### config.mk
export PLATFORM = sky130hd
export DESIGN_NAME = uart_host_regs
export DESIGN_NICKNAME = d
export VERILOG_FILES = /design/src/rtl/uart_host_pkg.sv /design/src/rtl/uart_host_decode.sv /design/src/rtl/uart_baud_gen.sv /design/src/rtl/uart_lsr_flags.sv /design/src/rtl/uart_host_regs.sv
export SDC_FILE = /design/constraint.sdc
export NUM_CORES = 1
export LEC_CHECK = 0
export ABC_AREA = 1
export CAP_MARGIN = 20
export CORE_UTILIZATION = 34
export DETAILED_ROUTE_END_ITERATION = 10
export SETUP_SLACK_MARGIN = 0.02
export SLEW_MARGIN = 5
export SYNTH_ARGS = -nofsm -noshare
export SYNTH_HDL_FRONTEND = slang
export SYNTH_SLANG_ARGS = --single-unit
### constraint.sdc
create_clock -name clk_i -period 1.6 [get_ports clk_i]
set_input_delay 0.32 -clock clk_i [delete_from_list [all_inputs] [get_ports clk_i]]
set_output_delay 0.32 -clock clk_i [all_outputs]
set_load 0.05 [all_outputs]
### src/rtl/uart_host_pkg.sv
package uart_host_pkg;
  localparam int BYTE_W = 8;
  localparam int ADDR_W = 3;
  localparam int DIV_W  = 2 * BYTE_W;
  localparam int NFLAG  = 4;

  localparam logic [ADDR_W-1:0] A_DATA  = 3'd0;
  localparam logic [ADDR_W-1:0] A_IEN   = 3'd1;
  localparam logic [ADDR_W-1:0] A_FIFO  = 3'd2;
  localparam logic [ADDR_W-1:0] A_LINE  = 3'd3;
  localparam logic [ADDR_W-1:0] A_MCTL  = 3'd4;
  localparam logic [ADDR_W-1:0] A_STAT  = 3'd5;
  localparam logic [ADDR_W-1:0] A_MSTAT = 3'd6;
  localparam logic [ADDR_W-1:0] A_SCR   = 3'd7;

  localparam logic [BYTE_W-1:0] ID_IDLE = 8'h01;

  typedef struct packed {
    logic       div_access;
    logic       brk;
    logic       stick;
    logic       even;
    logic       par_en;
    logic       stop_long;
    logic [1:0] wlen;
  } line_ctl_t;

  function automatic logic [3:0] trig_bytes(input logic [1:0] sel);
    case (sel)
      2'd0:    trig_bytes = 4'd1;
      2'd1:    trig_bytes = 4'd4;
      2'd2:    trig_bytes = 4'd8;
      default: trig_bytes = 4'd14;
    endcase
  endfunction
endpackage

### src/rtl/uart_host_decode.sv
module uart_host_decode
  import uart_host_pkg::*;
(
  input  logic              cs_i,
  input  logic              rd_i,
  input  logic              wr_i,
  input  logic [ADDR_W-1:0] addr_i,
  input  logic              dlab_i,
  output logic              wr_thr_o,
  output logic              wr_ien_o,
  output logic              wr_dll_o,
  output logic              wr_dlm_o,
  output logic              wr_fcr_o,
  output logic              wr_lcr_o,
  output logic              wr_scr_o,
  output logic              rd_rbr_o,
  output logic              rd_lsr_o
);
  logic wr_en, rd_en;

  assign wr_en = cs_i & wr_i;
  assign rd_en = cs_i & rd_i;

  assign wr_thr_o = wr_en & (addr_i == A_DATA) & ~dlab_i;
  assign wr_dll_o = wr_en & (addr_i == A_DATA) &  dlab_i;
  assign wr_ien_o = wr_en & (addr_i == A_IEN)  & ~dlab_i;
  assign wr_dlm_o = wr_en & (addr_i == A_IEN)  &  dlab_i;
  assign wr_fcr_o = wr_en & (addr_i == A_FIFO);
  assign wr_lcr_o = wr_en & (addr_i == A_LINE);
  assign wr_scr_o = wr_en & (addr_i == A_SCR);
  assign rd_rbr_o = rd_en & (addr_i == A_DATA) & ~dlab_i;
  assign rd_lsr_o = rd_en & (addr_i == A_STAT);
endmodule

### src/rtl/uart_baud_gen.sv
module uart_baud_gen #(
  parameter int W = 16
) (
  input  logic         clk_i,
  input  logic         rst_ni,
  input  logic [W-1:0] div_i,
  input  logic         load_i,
  input  logic [W-1:0] load_val_i,
  output logic         tick_o
);
  localparam logic [W-1:0] ONE = W'(1);

  logic [W-1:0] cnt_q;
  logic         tick_q;

  always_ff @(posedge clk_i or negedge rst_ni) begin
    if (!rst_ni) begin
      cnt_q  <= '0;
      tick_q <= 1'b0;
    end else if (load_i) begin
      cnt_q  <= load_val_i;
      tick_q <= 1'b0;
    end else if (div_i == '0) begin
      cnt_q  <= '0;
      tick_q <= 1'b0;
    end else if (cnt_q <= ONE) begin
      cnt_q  <= div_i;
      tick_q <= 1'b1;
    end else begin
      cnt_q  <= cnt_q - ONE;
      tick_q <= 1'b0;
    end
  end

  assign tick_o = tick_q;
endmodule

### src/rtl/uart_lsr_flags.sv
module uart_lsr_flags #(
  parameter int N = 4
) (
  input  logic         clk_i,
  input  logic         rst_ni,
  input  logic [N-1:0] set_i,
  input  logic         clear_i,
  output logic [N-1:0] flags_o
);
  logic [N-1:0] flags_q;

  // set wins over a clear in the same cycle
  for (genvar i = 0; i < N; i++) begin : g_flag
    always_ff @(posedge clk_i or negedge rst_ni) begin
      if (!rst_ni)         flags_q[i] <= 1'b0;
      else if (set_i[i])   flags_q[i] <= 1'b1;
      else if (clear_i)    flags_q[i] <= 1'b0;
    end
  end

  assign flags_o = flags_q;
endmodule

### src/rtl/uart_host_regs.sv
module uart_host_regs
  import uart_host_pkg::*;
(
  input  logic              clk_i,
  input  logic              rst_ni,
  input  logic              cs_i,
  input  logic              rd_i,
  input  logic              wr_i,
  input  logic [ADDR_W-1:0] addr_i,
  input  logic [BYTE_W-1:0] wdata_i,
  output logic [BYTE_W-1:0] rdata_o,
  output logic              tx_push_o,
  output logic [BYTE_W-1:0] tx_data_o,
  output logic              rx_pop_o,
  input  logic [BYTE_W-1:0] rx_data_i,
  input  logic              rx_empty_i,
  input  logic              rx_fifo_err_i,
  input  logic              tx_hold_empty_i,
  input  logic              tx_idle_i,
  input  logic              rx_ovr_i,
  input  logic              rx_perr_i,
  input  logic              rx_ferr_i,
  input  logic              rx_brk_i,
  output logic [1:0]        word_len_o,
  output logic              stop_long_o,
  output logic              parity_en_o,
  output logic              parity_even_o,
  output logic              parity_stick_o,
  output logic              break_o,
  output logic              fifo_en_o,
  output logic              dma_mode_o,
  output logic [3:0]        rx_trig_level_o,
  output logic              rx_fifo_rst_o,
  output logic              tx_fifo_rst_o,
  output logic              baud_tick_o
);
  line_ctl_t         lcr_q;
  logic [BYTE_W-1:0] scr_q, dll_q, dlm_q;
  logic [3:0]        ien_q;
  logic              fen_q, dma_q;
  logic [1:0]        trig_q;
  logic              rx_rst_q, tx_rst_q;
  logic [DIV_W-1:0]  div_q, div_nxt;
  logic [NFLAG-1:0]  sticky_q;
  logic [BYTE_W-1:0] lsr;

  logic wr_thr, wr_ien, wr_dll, wr_dlm, wr_fcr, wr_lcr, wr_scr, rd_rbr, rd_lsr;

  uart_host_decode u_dec (
    .cs_i     (cs_i),
    .rd_i     (rd_i),
    .wr_i     (wr_i),
    .addr_i   (addr_i),
    .dlab_i   (lcr_q.div_access),
    .wr_thr_o (wr_thr),
    .wr_ien_o (wr_ien),
    .wr_dll_o (wr_dll),
    .wr_dlm_o (wr_dlm),
    .wr_fcr_o (wr_fcr),
    .wr_lcr_o (wr_lcr),
    .wr_scr_o (wr_scr),
    .rd_rbr_o (rd_rbr),
    .rd_lsr_o (rd_lsr)
  );

  always_ff @(posedge clk_i or negedge rst_ni) begin
    if (!rst_ni) begin
      lcr_q    <= '0;
      scr_q    <= '0;
      dll_q    <= '0;
      dlm_q    <= '0;
      ien_q    <= '0;
      fen_q    <= 1'b0;
      dma_q    <= 1'b0;
      trig_q   <= '0;
      rx_rst_q <= 1'b0;
      tx_rst_q <= 1'b0;
    end else begin
      if (wr_lcr) lcr_q <= line_ctl_t'(wdata_i);
      if (wr_scr) scr_q <= wdata_i;
      if (wr_dll) dll_q <= wdata_i;
      if (wr_dlm) dlm_q <= wdata_i;
      if (wr_ien) ien_q <= wdata_i[3:0];
      if (wr_fcr) begin
        fen_q  <= wdata_i[0];
        dma_q  <= wdata_i[3];
        trig_q <= wdata_i[7:6];
      end
      rx_rst_q <= wr_fcr & wdata_i[1];
      tx_rst_q <= wr_fcr & wdata_i[2];
    end
  end

  assign div_q   = {dlm_q, dll_q};
  assign div_nxt = {wr_dlm ? wdata_i : dlm_q, wr_dll ? wdata_i : dll_q};

  uart_baud_gen #(.W(DIV_W)) u_baud (
    .clk_i      (clk_i),
    .rst_ni     (rst_ni),
    .div_i      (div_q),
    .load_i     (wr_dll | wr_dlm),
    .load_val_i (div_nxt),
    .tick_o     (baud_tick_o)
  );

  uart_lsr_flags #(.N(NFLAG)) u_flags (
    .clk_i   (clk_i),
    .rst_ni  (rst_ni),
    .set_i   ({rx_brk_i, rx_ferr_i, rx_perr_i, rx_ovr_i}),
    .clear_i (rd_lsr),
    .flags_o (sticky_q)
  );

  assign lsr = {rx_fifo_err_i, tx_idle_i, tx_hold_empty_i, sticky_q, ~rx_empty_i};

  always_comb begin
    rdata_o = '0;
    if (cs_i && rd_i) begin
      case (addr_i)
        A_DATA:  rdata_o = lcr_q.div_access ? dll_q : rx_data_i;
        A_IEN:   rdata_o = lcr_q.div_access ? dlm_q : {4'b0, ien_q};
        A_FIFO:  rdata_o = ID_IDLE;
        A_LINE:  rdata_o = lcr_q;
        A_STAT:  rdata_o = lsr;
        A_SCR:   rdata_o = scr_q;
        default: rdata_o = '0;
      endcase
    end
  end

  assign tx_push_o       = wr_thr;
  assign tx_data_o       = wdata_i;
  assign rx_pop_o        = rd_rbr;
  assign word_len_o      = lcr_q.wlen;
  assign stop_long_o     = lcr_q.stop_long;
  assign parity_en_o     = lcr_q.par_en;
  assign parity_even_o   = lcr_q.even;
  assign parity_stick_o  = lcr_q.stick;
  assign break_o         = lcr_q.brk;
  assign fifo_en_o       = fen_q;
  assign dma_mode_o      = dma_q;
  assign rx_trig_level_o = trig_bytes(trig_q);
  assign rx_fifo_rst_o   = rx_rst_q;
  assign tx_fifo_rst_o   = tx_rst_q;
endmodule

=== Yosys cells after proc, flatten, opt, wreduce, memory -nomap -nowiden ===
Index checks and enable logic that the tools add are counted.

* Register bits: 63
* Input bits: 32
* Output and inout port bits: 34

* $add $sub $neg: 1
* Order comparisons: 1
* Equality and inequality tests: 7
* Muxes and demuxes: 18
* Bitwise operators: 19
* Reduce and logical (&&, ||, !) cells: 8

{| class="wikitable"
|+ Operator list
! kind !! count
|-
| $mux 16 || 3
|-
| $pmux 8 s6 || 1
|-
| $mux 8 || 5
|-
| $and 1x1->1 || 16
|-
| $le 16x1->1 const B || 1
|-
| $logic_not 16->1 || 1
|-
| $sub 16x1->16 const B || 1
|-
| $pmux 4 s3 || 1
|-
| $mux 1 || 8
|-
| $reduce_bool 2->1 || 4
|-
| $eq 3x2->1 const B || 2
|-
| $eq 3x3->1 const B || 2
|-
| $eq 3x1->1 const B || 1
|-
| $logic_not 3->1 || 1
|-
| $eq 2x1->1 const B || 1
|-
| $eq 2x2->1 const B || 1
|-
| $logic_not 2->1 || 1
|-
| $not 1->1 || 2
|-
| $logic_and 1x1->1 || 1
|-
| $or 1x1->1 || 1
|}

=== Longest topological paths before layout ===
Gate-level depths: netlist (run 1).

* Depth after elaboration: 5
* Gate-level depth with buffers: 12

=== Cells and area by module ===
From an unflattened synthesis (run 1), not the netlist that was laid out.

* Cells, all modules: 562
* Area, all modules: 3970.1 sq um

{| class="wikitable"
|+ Modules (own cells, without submodules)
! module !! instances !! cells each !! area each (sq um) !! sequential area each (sq um)
|-
| uart_host_regs || 1 || 281 || 2269.7 || 1051.0
|-
| uart_baud_gen || 1 || 239 || 1445.1 || 425.4
|-
| uart_lsr_flags || 1 || 17 || 148.9 || 100.1
|-
| uart_host_decode || 1 || 25 || 106.4 || 0.0
|}

=== Worst setup path before layout (run 1) ===
No wires, ideal clock.

* Path type: reg-to-output
* Start point: reg lcr_q[7] (netlist bit)
* End point: out rdata_o[1]
* Arrival time: 1.648 ns
* Slack: -0.368 ns
* Stages on the path, launching flop included: 8
* Cell sequence: dfrtp_1 -> inv_4 -> buf_6 -> o21ai_0 -> nand2_1 -> nand2_1 -> nor3_1 -> nor2_1

* Word-level cells in the longest chain between the ends: 3
* Elaborated cells between the ends (all ways): 4

{| class="wikitable"
|+ Ends and longest elaborated chain
! item !! line !! text
|-
| from (decl) || uart_host_regs.sv:37 || <nowiki>line_ctl_t lcr_q;</nowiki>
|-
| from (signal assigned) || uart_host_regs.sv:79 || <nowiki>if (wr_lcr) lcr_q <= line_ctl_t'(wdata_i);</nowiki>
|-
| $mux 8 (on tied branches) || uart_host_regs.sv:121, uart_host_regs.sv:120 ||
|-
| $pmux 8 s6 (*) || uart_host_regs.sv:119 || <nowiki>case (addr_i)</nowiki>
|-
| $mux 8 (*) || uart_host_regs.sv:118 || <nowiki>if (cs_i && rd_i) begin</nowiki>
|-
| to (decl) || uart_host_regs.sv:11 || <nowiki>output logic [BYTE_W-1:0] rdata_o,</nowiki>
|}

Every way passes the cells marked *; elsewhere a longest branch is shown, timed or not.

=== Worst setup path after layout (run 1) ===
* Start point: reg lcr_q[7] (netlist bit)
* End point: out rdata_o[2]

Same word-level chain as after synthesis.

==> results of run 1 <==
## synthesized netlist by cell type
master / n / area share
nand3_1: 46 / 0.060
inv_4: 1 / 0.0016
o211ai_2: 8 / 0.026
nor2_2: 9 / 0.015
nor3_1: 5 / 0.0065
clkbuf_1: 2 / 0.0019
clkinv_1: 1 / 0.00097
nand3_4: 1 / 0.0045
o211ai_1: 9 / 0.017
o21a_1: 16 / 0.031
o21ai_1: 12 / 0.016
nand2_1: 142 / 0.14
inv_1: 58 / 0.056
buf_4: 11 / 0.021
buf_6: 8 / 0.023
xor2_1: 1 / 0.0023
dfrtp_1: 63 / 0.41
o21bai_1: 4 / 0.0078
nor2_1: 71 / 0.069
nand2_2: 10 / 0.016
a21oi_1: 6 / 0.0078
nor2_4: 3 / 0.0087
xnor2_1: 1 / 0.0023
buf_2: 1 / 0.0013
nand4_1: 1 / 0.0016
o22ai_1: 4 / 0.0065
o21ai_0: 25 / 0.032
ha_1: 2 / 0.0065
inv_2: 5 / 0.0049
nand2_4: 2 / 0.0058
## metal layers
metal | vias to the layer above | wire (microns)
met1 | 1750 | 4810
met2 | 129 | 5770
met3 | 28 | 733
met5 | - | 0
li1 | 1901 | -
met4 | 0 | 506
## cell families after synthesis
| kind of cell | count (synthesis) | share of synthesized area |
|---|---|---|
| simple gates | 290 | 0.325 |
| buf+inv | 87 | 0.112 |
| compound gates | 84 | 0.144 |
| flops | 63 | 0.408 |
| xor+xnor | 2 | 0.00454 |
| fa+ha+maj | 2 | 0.00648 |
## through the flow
| stage | setup TNS [ns] | util |
|---|---|---|
| global route | -3.64 | 0.535 |
| finish | -2.81 | 0.535 |
| detailed placement | -22.80 | 0.476 |
| floorplan | -0.521 | - |
| global placement | -19.94 | 0.476 |
| CTS | -2.52 | 0.515 |
## power breakdown
part / leakage, uW / switching (uW) / internal (uW)
combinational: 0.00188 / 1510 / 1110
clock: 0.000169 / 696 / 1530
sequential: 0.000704 / 401 / 2000
## final cells by class
| class | instances | share of cell area |
|---|---|---|
| clock buffers | 14 | 0.0485 |
| clock inverters | 2 | 0.0103 |
| inverters | 65 | 0.0430 |
| multi-input cells | 380 | 0.363 |
| flip-flops and latches | 63 | 0.270 |
| well taps | 140 | 0.0299 |
| repair buffers | 114 | 0.232 |
| repair inverters | 3 | 0.00342 |
## worst max path at each step
stage | from | endpoint | cells after the start
6_report | lcr_q[7]$_DFFE_PN0P_ | rdata_o[2] | 8
5_1_grt | lcr_q[7]$_DFFE_PN0P_ | rdata_o[2] | 8
4_1_cts | lcr_q[7]$_DFFE_PN0P_ | rdata_o[6] | 8
2_1_floorplan | lcr_q[7]$_DFFE_PN0P_ | rx_pop_o | 4
3_5_place_dp | addr_i[2] | rdata_o[6] | 9
3_3_place_gp | addr_i[2] | rdata_o[6] | 9
## state kept, by name, indices dropped and copies added, names as in the netlist, 2 cells and up
signal	flops
u_baud.cnt_q	16
dll_q	8
dlm_q	8
scr_q	8
ien_q	4
u_flags.flags_o	4
trig_q	2
word_len_o	2
## timing repair
action                                  in CTS  in global routing
gates resized for setup                     28                 44
endpoints found under the setup margin      42                 25
setup buffers                                0                  5
pin swaps                                    2                 22
gates cloned                                 1                  5
## worst max-delay path, cell delays in order (launching register included)
cell and delay, ns:
dfrtp_2 0.48, inv_4 0.09, nand2_2 0.07, o21ai_1 0.06, nand2_1 0.08, nand2_2 0.07, nor3_4 0.23, nor2_4 0.07
buf_12 0.15
==> metrics.txt, run 1 <==
GR met1 Demand/Resource=0.253; number of global-route vias before repair=3753; fmax=514 MHz; core area=around 0.011 sq mm; worst hold path class=in2async; die area=0.0118 sq mm; design area=a little under 0.006 sq mm; Post-Syn Area=a little under 0.004 sq mm; status=finished, violations left; Slew Viols, Final=0; initial antenna violation count=0; Layout area overhead=51.5%; DR pass1 iterations=4; commonest non-fill, non-tap cells in the layout=nand2_1 (128), dfrtp_1 (61), inv_1 (55); Setup Skew=0.00303 ns; Mean Syn Cell Area=7.32 sq um; CTS buffer count=9; fill cell count=about 1000; Reg2Reg Depth=12; most common cell after layout, fill and taps aside=nand2_1; CTS sink count=63; CP startpoint kind=register; placed cell areas=slightly above 0.005 sq mm; gpl congestion=~0.91; relative slew slack=0.771; Worst-Margin Slew=~0.34 ns; Reg area=between 0.0015 and 0.002 sq mm; ANT nets after route=0; number of synthesized register bits=63; hpwl dp=8820 microns; setup ws final=-0.345 ns; sequential area share after synthesis=0.408; hold_buf cts=0; residual DRC count=0; num rows=38; post-synth cell types=30; CTS H-Tree Depth=3; Ant. Diodes=0; total power divided by cell area=1240 mW/mm^2; Max-Cap Viols=0; remaining global-route overflow=0; Syn Inst Count=528; largest net degree at the start of global routing=64; multi-input logic area=about 0.0021 sq mm; min cycle time layout=1.94 ns; initial drt markers=130; reg2reg end=u_baud.cnt_q[14]$_DFF_PN0_; DP Cell Count=between 700 and 800; critical path class=reg2out; Post-Route WL=roughly 12000 microns; deepest clock path buffer count=2; Port Buf Inserts=65; reg2reg setup slack=approximately 0.040 ns; io pins=between 60 and 70; Synth Warn #=0; final period utilization=1.22; CP arrival=approximately 1.6 ns; FF-to-FF Start=u_baud.cnt_q[0]$_DFF_PN0_; DR vias=between 3000 and 4000; Crit Path Max Fanout=6; first-pass GRT wire length=18600 microns; failing checks=negative hold slack, negative setup slack; nets=670; DR WL/cell=around 15 microns; Mapped Nets=between 500 and 600; RSZ-0062 raised after global routing=true; Final setup viols=10; Worst-Skew Late Latency=between 0.3 and 0.4 ns; DR vias/cell=slightly below 5; Leak=0.00276 uW; endpoint type of the worst setup path=primary output; GR Util met2=0.358; Critical Path RT=1.28 ns; met3 usage=0.0464; clk slew on worst S/H paths=0.05 ns; Total Power=roughly 7300 uW; Initial Util=0.353; die height=around 110 microns; worst hold slack=-0.00850 ns; layout cells sized above 1=0.309; final hold violations=4; Final Non-Filler Cells=a little under 800; clock tree root buffer cell=clkbuf_16; worst slack, placed=-0.571 ns; Total GRT Usage=0.210; Top Usage Layer GRT=met2; worst IR drop on VDD=roughly 0.00071 V; CTS tree=done; Die Wd=roughly 110 microns
No activity file was read; power rests on OpenSTA's default activity.
==> run 2, diff against run 1 <==
PLACE_DENSITY = 0.56   (was unset)
==> run 2 against run 1 <==
  * The run ends with negative setup slack left
  * Clock power fell by 8%
  * Setup slack improved by 0.0089 ns
  * Cell count grew 0.51%
  * Register-to-register slack better by 0.02 ns
  * Maximum frequency is 0.46% higher
  * Critical endpoint is now rdata_o[5]
  * Highest routed layer unchanged
==> metrics.txt, run 2 (same netlist as run 1, synthesis figures left out) <==
die height=109 microns (unchanged); CTS buffer count=9 (unchanged); Die Wd=109 microns (unchanged); Worst-Margin Slew=0.311 ns (was 0.343 ns); total power divided by cell area=1210 mW/mm^2 (was 1240 mW/mm^2); max incr delay on CP=0.46 ns (was 0.48 ns); Total GRT Usage=0.220 (was 0.210); CTS sink count=63 (unchanged); crit-path cells=buf_4, nand2_1, a21oi_2, nor3_2, nor2_2, buf_12 (was inv_4, nand2_2, o21ai_1, nand2_1, nand2_2, nor3_4, nor2_4, buf_12); initial drt markers=178 (was 130); sequential share of power=0.333 (was 0.331); Ant. Diodes=0 (unchanged); failing checks=negative setup slack (was negative hold slack, negative setup slack); DP Cell Count=756 (was 754); Final setup viols=10 (unchanged); CTS tree=done (unchanged); DR vias/cell=4.85 (was 4.88); sw power=2640 uW (was 2610 uW); most common cell after layout, fill and taps aside=nand2_1 (unchanged); Largest register FFs=16 (unchanged); final period utilization=1.21 (was 1.22); DR vias=3804 (was 3808); status=finished, violations left (unchanged); CP arrival=1.62 ns (about the same); relative slew slack=0.792 (was 0.771); die area=0.0118 sq mm (unchanged); Critical Path RT=1.28 ns (about the same); DR WL/cell=15.6 microns (was 15.1 microns); layout cells sized above 1=0.301 (was 0.309); first-pass GRT wire length=19400 microns (was 18600 microns); DR pass1 iterations=4 (unchanged); final hold violations=0 (was 4); commonest non-fill, non-tap cells in the layout=nand2_1 (133), dfrtp_1 (62), nor2_1 (55) (was nand2_1 (128), dfrtp_1 (61), inv_1 (55)); critical path class=reg2out (unchanged); Core Util, Final=0.540 (was 0.535); largest net degree at the start of global routing=26 (was 64); reg2reg setup slack=0.06 ns (was 0.04 ns); min cycle time layout=1.94 ns (about the same); initial antenna violation count=0 (unchanged); clock power share=0.287 (was 0.307); num rows=38 (unchanged); core area=0.0109 sq mm (unchanged); gpl congestion=0.907 (was 0.910); most flop-heavy register=u_baud.cnt_q (unchanged); worst slack, placed=-0.543 ns (was -0.571 ns); nets=674 (was 670); clk slew on worst S/H paths=0.05 ns (about the same); Internal=4490 uW (was 4640 uW); setup ws final=-0.336 ns (was -0.345 ns); Total Power=7130 uW (was 7260 uW); fmax=517 MHz (was 514 MHz); Crit Path Max Fanout=7 (was 6); Leak=0.00272 uW (was 0.00276 uW); RSZ-0062 raised after global routing=true (unchanged); worst IR drop on VDD=0.000698 V (was 0.000714 V); Initial Util=0.353 (unchanged); Post-Route WL=12200 microns (was 11800 microns); logic gate share of total power=0.379 (was 0.362); ANT nets after route=0 (unchanged); Max-Cap Viols=0 (unchanged); Layout area overhead=52.9% (was 51.5%); Slew Viols, Final=0 (unchanged); Final Non-Filler Cells=785 (was 781); endpoint type of the worst setup path=primary output (unchanged); final setup TNS=-2.49 ns (was -2.81 ns); Worst-Skew Late Latency=0.33 ns (was 0.32 ns); worst hold path class=in2async (unchanged); Switching Share=0.370 (was 0.360); CP max stage cell=dfrtp_2 (unchanged); remaining global-route overflow=0 (unchanged); Port Buf Inserts=65 (unchanged); io pins=66 (unchanged); hpwl dp=9270 microns (was 8820 microns); Setup Skew=0.00429 ns (was 0.00303 ns); CP startpoint kind=register (unchanged); number of global-route vias before repair=3794 (was 3753); deepest clock path buffer count=2 (unchanged); clock tree root buffer cell=clkbuf_16 (unchanged); CTS H-Tree Depth=3 (unchanged); residual DRC count=0 (unchanged)
==> run 2: cell types whose count changed in the layout (fill, tap and decap cells not counted), sizes merged <==
cell | previous run | this run
buf | 84 | 86
clkbuf | 15 | 14
clkdlybuf4s15 | 2 | 0
clkinv | 1 | 4
dlygate4sd2 | 0 | 1
dlygate4sd3 | 0 | 1
inv | 66 | 64
nand2 | 156 | 157
nand3 | 47 | 48
==> run 2: metrics by stage <==
step	hold slack (ns)	cell area [sq um]
finish	0.380	5900
global route	0.388	5900
floorplan	0.0244	3910
CTS	0.366	5610
detailed placement	0.193	5200
global placement	0.190	5200
==> run 2: power groups by stage <==
| stage | Clock, uW | Sequential (uW) | Combinational [uW] |
|---|---|---|---|
| after floorplan | 0 | 2430 | 1350 |
| after global placement | 0 | 2370 | 2440 |
| after detailed placement | 0 | 2370 | 2460 |
| after CTS | 2080 | 2360 | 2510 |
| after global routing | 2150 | 2430 | 2990 |
| final | 2050 | 2380 | 2700 |
==> run 2: routing by layer <==
layer  up-vias  GRT usage  part of all wire
li1       1922          -                 -
met1      1750      0.267              0.42
met2       103      0.371              0.49
met3        29     0.0530             0.050
met4         0     0.0956             0.037
met5         -          0                 0
==> run 2: final timing paths <==
| check | startpoint | endpoint | cells after the start |
|---|---|---|---|
| setup / recovery | lcr_q[7]$_DFFE_PN0P_ | rdata_o[5] | 6 |
| setup reg to reg | u_baud.cnt_q[1]$_DFF_PN0_ | u_baud.cnt_q[14]$_DFF_PN0_ | 12 |
| hold / removal | rst_ni | u_flags.flags_o[2]$_DFFE_PN0P_ | 2 |
| max in group asynchronous | rst_ni | u_baud.cnt_q[0]$_DFF_PN0_ | 3 |
| min in group clk_i | ien_q[0]$_DFFE_PN0P_ | ien_q[0]$_DFFE_PN0P_ | 2 |
| hold reg to reg | ien_q[0]$_DFFE_PN0P_ | ien_q[0]$_DFFE_PN0P_ | 2 |
==> run 2: critical path: cells and delay by family (launching register included) <==
family / cells / cell delay [ns]
compound gates: 1 / 0.16
buf+inv: 2 / 0.37
flops: 1 / 0.46
simple gates: 3 / 0.29
==> run 2: timing repair <==
item,CTS,global route
hold buffers,1,0
resized for setup,26,52
setup buffers,1,5
hold endpoints to repair,5,0
cloned,2,4
endpoints found under the setup margin,42,34
pin swaps,3,16
==> run 2: area by class of cell <==
cell class | instances | area [sq um]
inverters | 65 | 256
flip-flops and latches | 63 | 1580
repair inverters | 2 | 16.3
repair buffers | 117 | 1370
clock buffers | 12 | 236
fillers | 1057 | 5030
clock inverters | 4 | 70.1
well taps | 140 | 175
multi-input cells | 382 | 2200
